## config.mk

```make
export PLATFORM = sky130hd
export DESIGN_NAME = ptr_disp_store
export DESIGN_NICKNAME = d
export VERILOG_FILES = /design/src/rtl/psd_pkg.sv /design/src/rtl/psd_ptr_file.sv /design/src/rtl/psd_op_decode.sv /design/src/rtl/psd_addr_gen.sv /design/src/rtl/ptr_disp_store.sv
export SDC_FILE = /design/constraint.sdc
export NUM_CORES = 1
export LEC_CHECK = 0
export ABC_AREA = 1
export BUFFER_PORTS_ARGS = -buffer_cell sky130_fd_sc_hd__clkbuf_2
export CAP_MARGIN = 20
export CORE_MARGIN = 10
export CORE_UTILIZATION = 65
export DETAILED_ROUTE_END_ITERATION = 7
export PLACE_DENSITY_LB_ADDON = 0.12
export SLEW_MARGIN = 10
export SYNTH_ARGS = -nofsm -noshare
export SYNTH_HDL_FRONTEND = slang
export SYNTH_SLANG_ARGS = --single-unit
```

## constraint.sdc

```tcl
create_clock -name clk -period 7.96 [get_ports clk]
set_clock_uncertainty 0.2 [all_clocks]
set_input_delay 0.398 -clock clk [delete_from_list [all_inputs] [get_ports clk]]
set_output_delay 0.398 -clock clk [all_outputs]
set_load 0.01 [all_outputs]
```

## src/rtl/psd_pkg.sv

```systemverilog
package psd_pkg;

    localparam logic [7:0] PREFIX_CODE  = 8'h6D;
    localparam logic [3:0] OPC_LOW_CODE = 4'h9;

    typedef enum logic [2:0] {
        S_IDLE,
        S_PFX,
        S_OPC,
        S_DSP,
        S_ADR,
        S_WR
    } psd_state_t;

    // Index of the final clock of each phase (phase length minus one).
    function automatic logic [1:0] phase_last(input psd_state_t s);
        unique case (s)
            S_PFX, S_OPC, S_DSP: phase_last = 2'd1;
            S_WR:                phase_last = 2'd2;
            default:             phase_last = 2'd0;
        endcase
    endfunction

endpackage

```

## src/rtl/psd_ptr_file.sv

```systemverilog
module psd_ptr_file #(
    parameter int PTR_W   = 32,
    parameter int NUM_PTR = 4,
    localparam int SEL_W  = $clog2(NUM_PTR)
) (
    input  logic             clk,
    input  logic             rst_n,
    input  logic             lock,
    input  logic             ld_en,
    input  logic [SEL_W-1:0] ld_sel,
    input  logic [PTR_W-1:0] ld_val,
    input  logic [SEL_W-1:0] rd_a_sel,
    output logic [PTR_W-1:0] rd_a,
    input  logic [SEL_W-1:0] rd_b_sel,
    output logic [PTR_W-1:0] rd_b
);

    logic [NUM_PTR-1:0][PTR_W-1:0] regs_q;

    for (genvar i = 0; i < NUM_PTR; i++) begin : g_reg
        always_ff @(posedge clk or negedge rst_n) begin
            if (!rst_n) begin
                regs_q[i] <= '0;
            end else if (ld_en && !lock && (ld_sel == SEL_W'(i))) begin
                regs_q[i] <= ld_val;
            end
        end
    end

    assign rd_a = regs_q[rd_a_sel];
    assign rd_b = regs_q[rd_b_sel];

    AST_LOCK_HOLD: assert property (@(posedge clk) disable iff (!rst_n)
        (lock && ld_en) |=> (regs_q == $past(regs_q)));

endmodule

```

## src/rtl/psd_op_decode.sv

```systemverilog
module psd_op_decode #(
    parameter int NUM_PTR = 4,
    localparam int SEL_W  = $clog2(NUM_PTR)
) (
    input  logic [7:0]       op_byte,
    output logic             legal,
    output logic [SEL_W-1:0] src_sel,
    output logic [SEL_W-1:0] base_sel
);
    import psd_pkg::*;

    always_comb begin
        legal    = (op_byte[3:0] == OPC_LOW_CODE);
        src_sel  = op_byte[7 -: SEL_W];
        base_sel = op_byte[5 -: SEL_W];
    end

endmodule

```

## src/rtl/psd_addr_gen.sv

```systemverilog
module psd_addr_gen #(
    parameter int PTR_W       = 32,
    parameter int IDX_W       = 2,
    parameter int PHYS_NARROW = 20,
    parameter int PHYS_WIDE   = 24
) (
    input  logic [PTR_W-1:0] ea,
    input  logic [IDX_W-1:0] idx,
    input  logic             logical,
    input  logic             wide,
    output logic [PTR_W-1:0] addr
);

    localparam logic [PTR_W-1:0] NARROW_MASK = (PTR_W'(1) << PHYS_NARROW) - PTR_W'(1);
    localparam logic [PTR_W-1:0] WIDE_MASK   = (PTR_W'(1) << PHYS_WIDE) - PTR_W'(1);

    logic [PTR_W-1:0] sum;

    always_comb begin
        sum  = ea + {{(PTR_W-IDX_W){1'b0}}, idx};
        addr = logical ? sum : (sum & (wide ? WIDE_MASK : NARROW_MASK));
    end

endmodule

```

## src/rtl/ptr_disp_store.sv

```systemverilog
module ptr_disp_store #(
    parameter int PTR_W       = 32,
    parameter int BYTE_W      = 8,
    parameter int NUM_PTR     = 4,
    parameter int TAG_W       = 16,
    parameter int PHYS_NARROW = 20,
    parameter int PHYS_WIDE   = 24,
    localparam int SEL_W      = $clog2(NUM_PTR),
    localparam int NBYTES     = PTR_W / BYTE_W,
    localparam int IDX_W      = $clog2(NBYTES)
) (
    input  logic              clk,
    input  logic              rst_n,
    input  logic              in_valid,
    input  logic [BYTE_W-1:0] in_byte,
    input  logic              phys_wide,
    input  logic              ld_en,
    input  logic [SEL_W-1:0]  ld_sel,
    input  logic [PTR_W-1:0]  ld_val,
    output logic              busy,
    output logic              illegal,
    output logic              mem_we,
    output logic [PTR_W-1:0]  mem_addr,
    output logic [BYTE_W-1:0] mem_data,
    output logic              mem_logical
);
    import psd_pkg::*;

    psd_state_t       state_q, state_d;
    logic [1:0]       cnt_q, cnt_d;
    logic [IDX_W-1:0] idx_q, idx_d;
    logic             bad_d, illegal_q;

    logic             op_legal;
    logic [SEL_W-1:0] dec_src, dec_base;
    logic [SEL_W-1:0] src_q, base_q;
    logic [BYTE_W-1:0] disp_q;
    logic [PTR_W-1:0] src_val, base_val;
    logic [PTR_W-1:0] ea_q, data_q, wr_addr;
    logic             logical_q, wide_q;
    logic             phase_end;

    psd_op_decode #(.NUM_PTR(NUM_PTR)) u_dec (
        .op_byte  (in_byte),
        .legal    (op_legal),
        .src_sel  (dec_src),
        .base_sel (dec_base)
    );

    psd_ptr_file #(.PTR_W(PTR_W), .NUM_PTR(NUM_PTR)) u_regs (
        .clk      (clk),
        .rst_n    (rst_n),
        .lock     (busy),
        .ld_en    (ld_en),
        .ld_sel   (ld_sel),
        .ld_val   (ld_val),
        .rd_a_sel (src_q),
        .rd_a     (src_val),
        .rd_b_sel (base_q),
        .rd_b     (base_val)
    );

    psd_addr_gen #(
        .PTR_W(PTR_W), .IDX_W(IDX_W),
        .PHYS_NARROW(PHYS_NARROW), .PHYS_WIDE(PHYS_WIDE)
    ) u_addr (
        .ea      (ea_q),
        .idx     (idx_q),
        .logical (logical_q),
        .wide    (wide_q),
        .addr    (wr_addr)
    );

    assign phase_end = (cnt_q == phase_last(state_q));

    // State register
    always_ff @(posedge clk or negedge rst_n) begin
        if (!rst_n) begin
            state_q   <= S_IDLE;
            cnt_q     <= '0;
            idx_q     <= '0;
            illegal_q <= 1'b0;
        end else begin
            state_q   <= state_d;
            cnt_q     <= cnt_d;
            idx_q     <= idx_d;
            illegal_q <= bad_d;
        end
    end

    // Next-state logic
    always_comb begin
        state_d = state_q;
        cnt_d   = phase_end ? 2'd0 : cnt_q + 2'd1;
        idx_d   = idx_q;
        bad_d   = 1'b0;
        unique case (state_q)
            S_IDLE: begin
                cnt_d = '0;
                idx_d = '0;
                if (in_valid) begin
                    if (in_byte == PREFIX_CODE) state_d = S_PFX;
                    else                        bad_d   = 1'b1;
                end
            end
            S_PFX: if (phase_end) state_d = S_OPC;
            S_OPC: if (phase_end) begin
                if (op_legal) state_d = S_DSP;
                else begin
                    state_d = S_IDLE;
                    bad_d   = 1'b1;
                end
            end
            S_DSP: if (phase_end) state_d = S_ADR;
            S_ADR: if (phase_end) state_d = S_WR;
            S_WR: if (phase_end) begin
                if (idx_q == IDX_W'(NBYTES - 1)) state_d = S_IDLE;
                else                             idx_d   = idx_q + IDX_W'(1);
            end
            default: state_d = S_IDLE;
        endcase
    end

    // Datapath captures at the phase boundaries
    always_ff @(posedge clk or negedge rst_n) begin
        if (!rst_n) begin
            src_q     <= '0;
            base_q    <= '0;
            disp_q    <= '0;
            ea_q      <= '0;
            data_q    <= '0;
            logical_q <= 1'b0;
            wide_q    <= 1'b0;
        end else begin
            if (state_q == S_OPC && phase_end) begin
                src_q  <= dec_src;
                base_q <= dec_base;
            end
            if (state_q == S_DSP && phase_end) begin
                disp_q <= in_byte;
            end
            if (state_q == S_ADR) begin
                ea_q      <= base_val + {{(PTR_W-BYTE_W){disp_q[BYTE_W-1]}}, disp_q};
                data_q    <= src_val;
                logical_q <= (base_val[PTR_W-1 -: TAG_W] == '1);
                wide_q    <= phys_wide;
            end
        end
    end

    // Outputs
    always_comb begin
        busy        = (state_q != S_IDLE);
        illegal     = illegal_q;
        mem_we      = 1'b0;
        mem_addr    = '0;
        mem_data    = '0;
        mem_logical = 1'b0;
        if (state_q == S_WR) begin
            mem_we      = phase_end;
            mem_addr    = wr_addr;
            mem_data    = data_q[idx_q*BYTE_W +: BYTE_W];
            mem_logical = logical_q;
        end
    end

    AST_WE_IN_BUSY: assert property (@(posedge clk) disable iff (!rst_n)
        mem_we |-> busy);
    AST_WE_SINGLE: assert property (@(posedge clk) disable iff (!rst_n)
        mem_we |=> !mem_we);
    AST_WR_STABLE: assert property (@(posedge clk) disable iff (!rst_n)
        (state_q == S_WR && cnt_q != 2'd0) |-> ($stable(mem_addr) && $stable(mem_data)));
    AST_ILLEGAL_IDLE: assert property (@(posedge clk) disable iff (!rst_n)
        illegal |-> (!busy && !mem_we));
    AST_ILLEGAL_PULSE: assert property (@(posedge clk) disable iff (!rst_n)
        illegal |=> (!illegal || $past(in_valid)));
    AST_PHYS_NARROW: assert property (@(posedge clk) disable iff (!rst_n)
        (mem_we && !mem_logical && !wide_q) |-> (mem_addr[PTR_W-1:PHYS_NARROW] == '0));
    AST_PHYS_WIDE: assert property (@(posedge clk) disable iff (!rst_n)
        (mem_we && !mem_logical) |-> (mem_addr[PTR_W-1:PHYS_WIDE] == '0));

endmodule

```

==> results of run 1 <==
[synthesized netlist by cell type (6+ instances only)]
master	n
clkbuf_1	56
a31oi_1	34
mux2_4	10
xor2_1	10
nand2_1	474
nand4_1	15
o21ai_0	237
inv_2	6
nor2_1	151
ha_1	34
dfrtp_1	214
buf_2	17
nand3_1	65
xnor2_1	15
a21oi_1	180
nor3_1	27
o21ai_1	11
mux2_2	38
inv_1	256
[registers in the layout, indices dropped and copies added, names as in the netlist]
signal and flops:
wide_q 1, disp_q 8, data_q 32, ea_q 32, src_q 2, idx_q 2, state_q 3, illegal 1
cnt_q 2, base_q 2, logical_q 1, u_regs.regs_q 128
[area by class of cell]
cell class                 count  area share (%)
multi-input combinational   1334            44.7
antenna                        1          0.0164
clock inverter                10           0.713
clock buffer                  32            4.26
timing repair buffer         147            6.50
sequential                   214            35.1
inverter                     263            6.47
tap                          270            2.21
[metal layers]
metal	wire length (µm)	vias to the layer above
met5	0	-
li1	-	6327
met4	927	0
met3	2990	83
met1	15900	6184
met2	19000	541
[cell families after synthesis]
| group | count (synthesis) |
|---|---|
| and+or+nand+nor | 751 |
| buffers and inverters | 344 |
| AOI/OAI and AO/OA | 472 |
| muxes | 50 |
| adders and majority gates | 36 |
| xor gates and xnor gates | 25 |
| DFF | 214 |
[timing repair]
action	4_1_cts	5_1_grt
endpoints found under the hold margin	217	0
hold buffers	42	0
endpoints found under the setup margin	0	0
[worst max-delay path, stage by stage (launching register included)]
cell,delay (ns)
dfrtp_1,0.86
inv_1,0.67
buf_4,0.41
o21ai_0,0.09
a21oi_1,0.06
a21oi_1,0.34
ha_1,0.37
nand2_1,0.11
inv_1,0.06
a21oi_1,0.21
nand3_1,0.20
nand2_1,0.14
nand3_1,0.07
nand3_1,0.09
o21ai_0,0.10
[final timing paths]
path | from | to | slack, ns | depth (start not counted)
min in group asynchronous | rst_n | u_regs.regs_q[39] | 0.28 | 2
min | in_byte[5] | disp_q[5] | 0.05 | 3
max in group asynchronous | rst_n | src_q[0] | 5.90 | 3
max reg2reg | base_q[1] | ea_q[20] | 3.83 | 14
max | base_q[1] | ea_q[20] | 3.83 | 14
min reg2reg | ea_q[0] | ea_q[0] | 0.29 | 2
[report_power, final]
group	leakage [nW]	internal, mW	switching, mW
Sequential	2.59	1.62	0.429
Clock	0.371	0.636	0.447
Combinational	4.56	1.51	2.83
[cells in the final DEF, fill, tap and decap left out, types with 5 or more instances in the layout]
cell type,count
nand2_1,474
inv_1,256
o21ai_0,237
dfrtp_1,212
a21oi_1,180
nor2_1,151
clkbuf_2,89
nand3_1,65
dlygate4sd3_1,42
mux2_2,38
a31oi_1,34
ha_1,34
nor3_1,27
clkbuf_16,23
nand4_1,15
xnor2_1,15
buf_4,15
o21ai_1,11
xor2_1,10
mux2_4,10
inv_2,6
clkinv_2,5
clkbuf_1,5
clkbuf_8,5
==> flow_summary.toml, run 1 <==
[die]
core.rowCount = 52
ioPinCount = 91
dieHeight_um = 164
die_area_mm2 = 0.0270
die_w_um = 164
initial_core_util_pct = 66.4
design.core.area_mm2 = 0.0204

[logic_synthesis]
synthDominantAreaCellType = "dfrtp_1"
synth_adder_area_share_pct = 3.44
ys_top_cells_by_area = "dfrtp_1, nand2_1, o21ai_0"
asyncSetResetFlopFracSynth_pct = 100
synth-simple-area-share_pct = 23.0
synth_area_mm2 = 0.0135
yosys_most_used_dff = "dfrtp_1"
synth_compound_area_share_pct = 17.9
post_synth_num_cell_types = 39
netlist.area_leader.share_pct = 39.6
synth_top_family_by_area = "simple AND/OR/NAND/NOR gates"
synthCells = 1892
yosys_warnings = 0
seq_area_frac_synth_pct = 39.6
avgSynthCellArea_um2 = 7.14
postSynthNetCount = 1975
post_synth_mux_area_share_pct = 4.44
synthXorXnorAreaFrac_pct = 1.62
synth_enable_flop_cells = 0
synth-seq-cells = 214

[global_route]
antenna_found_initial = 1
grt_first_pass_wirelength_mm = 63.2
globalRouteTotalUtil_pct = 28.6
met2_grt_util_pct = 49.3
overflow = 0
met1_usage_pct = 36.9
grt_pass1_vias = 12600
gr-max-usage-layer = "met2"
grt_start_max_net_pins = 92
met3_usage_in_global_routing_pct = 3.70

[clock_tree]
htree_num_levels = 1
clockRootBuffer = "clkbuf_16"
cts.repair_timing.setup_buffer_count = 0
tritoncts = "built"
clock-sinks = 214
clock_latency_of_the_later_clocked_register_in_the_worst_skew_pair_ns = 0.52
cts_resized = 0
clk_pin_slew_worst_paths_ns = 0.06
clockBufferDepth = 3
cts_made_buffers = 23

[layout]
nets = 2066
fraction_of_final_layout_cells_with_drive_strength_greater_than_1_pct = 10.4
fin_cells = 2271
synthToLayoutAreaGrowth_pct = 12.9
final_area_mm2 = 0.0153
area_of_the_multi_input_gates_mm2 = 0.00683
fillers = 1653
regArea_mm2 = 0.00536
post-route-util_pct = 74.9

[route]
dr.pass1.iters = 6
drt_wl_total_mm = 38.8
detail_route.wl_per_cell_um = 17.1
detail_route.iter0.violations = 1320
post-route-drc-count = 0
route.detailed.vias_per_inst = 5.78
route.antenna.remaining_nets = 0
routed-via-count = 13100

[setup_path]
startpoint_kind_of_the_worst_setup_timing_path = "register"
crit_fanout = 27
wp_data_required_ns = 8.11
crit_type = "register to register"
cp.arrival_ns = 4.28
worstSetupEndpointType = "register"

[placed_design]
dp_worst_setup_slack_ns = 3.95
gp_congestion = 0.911
dp.cells = 2186
post-dp-hpwl_mm = 26.5
placement.io_buffers = 90
place_area_mm2 = 0.0141

[sta]
rsz0062_at_grt = "false"
final_period_minus_worst_setup_slack_ns = 4.13
slew_violations = 0
worst_slew_pin_slew_ns = 1.07
summed_negative_setup_slack_over_all_endpoints_ns = 0
clock.fmax_ghz = 0.242
setup_viol = 0
worst_slack_ns = 3.83
post-route-period-util_pct = 51.9
final.hold.worst_slack_ns = 0.0539
timing.final.hold_violations = 0
max-slew-margin-rel_pct = 28.5

[status]
outcome = "completed"

[power_and_ir_drop]
p_total_mw = 7.47
irDropWorstVdd_uv = 247
p_per_area_mw_per_mm2 = 489
power_leakage_nw = 7.52

[worst_hold_path]
timing.hold.worst.class = "input pin to register"

[flow_run]
maxCapViolations = 0
No activity file was read; power rests on OpenSTA's default activity.
==> inputs of run 2 (changes only) <==
--- a/config.mk
+++ b/config.mk
@@ -5,11 +5,11 @@
 export SDC_FILE = /design/constraint.sdc
 export NUM_CORES = 1
 export LEC_CHECK = 0
-export ABC_AREA = 1
+export ABC_AREA = 0
 export BUFFER_PORTS_ARGS = -buffer_cell sky130_fd_sc_hd__clkbuf_2
 export CAP_MARGIN = 20
 export CORE_MARGIN = 10
-export CORE_UTILIZATION = 65
+export CORE_UTILIZATION = 61
 export DETAILED_ROUTE_END_ITERATION = 7
 export PLACE_DENSITY_LB_ADDON = 0.12
 export SLEW_MARGIN = 10
==> constraint.sdc (replaced) <==
create_clock -name clk -period 3.8 [get_ports clk]
set_clock_uncertainty 0.2 [all_clocks]
set_input_delay 0.19 -clock clk [delete_from_list [all_inputs] [get_ports clk]]
set_output_delay 0.19 -clock clk [all_outputs]
set_load 0.01 [all_outputs]
==> flow_summary.toml, run 2 <==
[flow_run]
maxCapViolations = 0

[logic_synthesis]
synth_enable_flop_cells = 0
seq_area_frac_synth_pct = 42.9
post_synth_most_frequent_cells = "dfrtp_1, nand2_1, mux2_2, mux4_2, nor2_1"
synth_area_mm2 = 0.0125
synth-seq-cells = 214
post_synth_num_cell_types = 67
netlist.area_leader.share_pct = 42.9
yosys_warnings = 0
yosys_most_used_dff = "dfrtp_1"
synthDominantAreaCellType = "dfrtp_1"
asyncSetResetFlopFracSynth_pct = 100
ys_top_cells_by_area = "dfrtp_1, mux4_2, mux2_2"
most_common_cell_in_the_synthesized_netlist = "dfrtp_1"
postSynthNetCount = 1193
synthCells = 1110
avgSynthCellArea_um2 = 11.2

[clock_tree]
cts_made_buffers = 23
clock_latency_of_the_later_clocked_register_in_the_worst_skew_pair_ns = 0.51
htree_num_levels = 1
clockBufferDepth = 3
tritoncts = "built"
clockRootBuffer = "clkbuf_16"
clock-sinks = 214
clk_pin_slew_worst_paths_ns = 0.06

[power_and_ir_drop]
p_total_mw = 15.7
power_leakage_nw = 6.45
p_per_area_mw_per_mm2 = 1080
irDropWorstVdd_uv = 697

[setup_path]
startpoint_kind_of_the_worst_setup_timing_path = "register"
crit_type = "register to register"
crit_fanout = 4
worst_r2r_path_depth = 10
cp.arrival_ns = 3.91
worstSetupEndpointType = "register"
wp_data_required_ns = 4.04

[route]
dr.pass1.iters = 5
route.antenna.remaining_nets = 0
routed-via-count = 9329
detail_route.iter0.violations = 683
route.detailed.vias_per_inst = 6.09
drt_wl_total_mm = 32.0
detail_route.wl_per_cell_um = 20.9
post-route-drc-count = 0

[layout]
antenna_cells = 0
mostFrequentLayoutCells = "dfrtp_1, nand2_1, mux2_2"
fin_cells = 1532
final_common_cell = "dfrtp_1"
synthToLayoutAreaGrowth_pct = 16.9
reg.largest.list = "u_regs.regs_q: 128 flops, data_q: 32 flops, ea_q: 32 flops"
largest_reg_flops = 128
max_flop_register = "u_regs.regs_q"
nets = 1329
final_area_mm2 = 0.0146
fraction_of_final_layout_cells_with_drive_strength_greater_than_1_pct = 31.2

[sta]
timing.final.hold_violations = 0
worst_slew_pin_slew_ns = 0.972
setup_viol = 0
final_period_minus_worst_setup_slack_ns = 3.67
post-route-period-util_pct = 96.7
clock.fmax_ghz = 0.272
max-slew-margin-rel_pct = 35.2
summed_negative_setup_slack_over_all_endpoints_ns = 0
worst_slack_ns = 0.126
slew_violations = 0
rsz0062_at_grt = "false"

[die]
design.core.area_mm2 = 0.0202
die_area_mm2 = 0.0266
initial_core_util_pct = 61.9
ioPinCount = 91
dieHeight_um = 163
die_w_um = 163
core.rowCount = 52

[global_route]
globalRouteTotalUtil_pct = 23.9
grt_start_max_net_pins = 121
grt_first_pass_wirelength_mm = 51.2
overflow = 0
antenna_found_initial = 0
grt_pass1_vias = 9537

[placed_design]
place_area_mm2 = 0.0133
post-dp-hpwl_mm = 22.5
gp_congestion = 0.904
dp.cells = 1441
placement.io_buffers = 90
dp_worst_setup_slack_ns = 0.119

[worst_hold_path]
hold_path_depth = 4
timing.hold.worst.class = "input pin to register"

[status]
outcome = "completed"
-- run 2: cell count changes after synthesis, moves of 20 or more --
cell     change
nand2_1    -289
inv_1      -242
o21ai_0    -188
a21oi_1    -141
mux2_2     +102
nor2_1      -94
mux4_2      +72
nand3_1     -39
a31oi_1     -28
and3_1      +20
-- run 2: kinds of logic after synthesis --
family | after synthesis | synth area share (%)
AND/OR/NAND/NOR | 365 | 13.2
adder cells (fa/ha/maj) | 36 | 3.73
multiplexers | 213 | 25.7
flip-flops | 214 | 42.9
XOR/XNOR | 50 | 3.51
AO/OA/AOI/OAI | 153 | 7.80
buffers and inverters | 79 | 3.10
-- run 2: worst paths after layout --
kind,start,endpoint,slack [ns]
worst max-delay path,base_q[0],ea_q[28],0.13
worst min-delay path,ld_sel[0],u_regs.regs_q[0],0.15
worst max register to register,base_q[0],ea_q[28],0.13
worst min register to register,data_q[26],data_q[26],0.28
max in group asynchronous,rst_n,u_regs.regs_q[86],2.34
min in group asynchronous,rst_n,cnt_q[0],0.22
-- run 2: final cells by class --
| cell class | count | area (µm²) |
|---|---|---|
| Multi-Input combinational cell | 817 | 6770 |
| Fill cell | 1386 | 5590 |
| Sequential cell | 214 | 5360 |
| Timing Repair Buffer | 176 | 1310 |
| Clock buffer | 35 | 671 |
| Tap cell | 270 | 338 |
| Clock inverter | 6 | 80.1 |
| Inverter | 14 | 52.6 |
-- run 2: repair_timing --
| item | in CTS | in global routing |
|---|---|---|
| gates resized for setup | 0 | 6 |
| setup buffers | 0 | 5 |
| hold buffers | 44 | 0 |
| hold endpoints to repair | 262 | 0 |
| endpoints found under the setup margin | 0 | 11 |
-- run 2: report_power, final --
group / switching, mW / internal, mW / total (mW)
Sequential: 1.04 / 3.40 / 4.44
Clock: 0.893 / 1.35 / 2.24
Combinational: 4.77 / 4.27 / 9.04
-- run 2: critical path, cell delays in order (launching register included) --
cell and delay [ns]:
dfrtp_4 0.43, clkbuf_4 0.18, mux4_2 0.57, ha_1 0.37
a21oi_1 0.12, o21a_1 0.21, or4_4 0.56, a211oi_4 0.26
nor2_1 0.12, or4_1 0.48, nand3_1 0.10
-- run 2: per-stage QoR --
step	hold slack, ns	util, %
after floorplan	-0.306	-
after global placement	0.194	65.8
after detailed placement	0.201	65.8
after CTS	0.140	71.7
after global routing	0.173	72.3
final	0.153	72.3
-- run 2: layer usage --
metal  vias to the layer above  track usage [%]  routed length [µm]
met5                         -                0                   0
met4                         0             7.21                 751
met3                        53             4.56                2080
met2                       264             40.6               15800
met1                      4658             30.7               13300
li1                       4354                -                   -
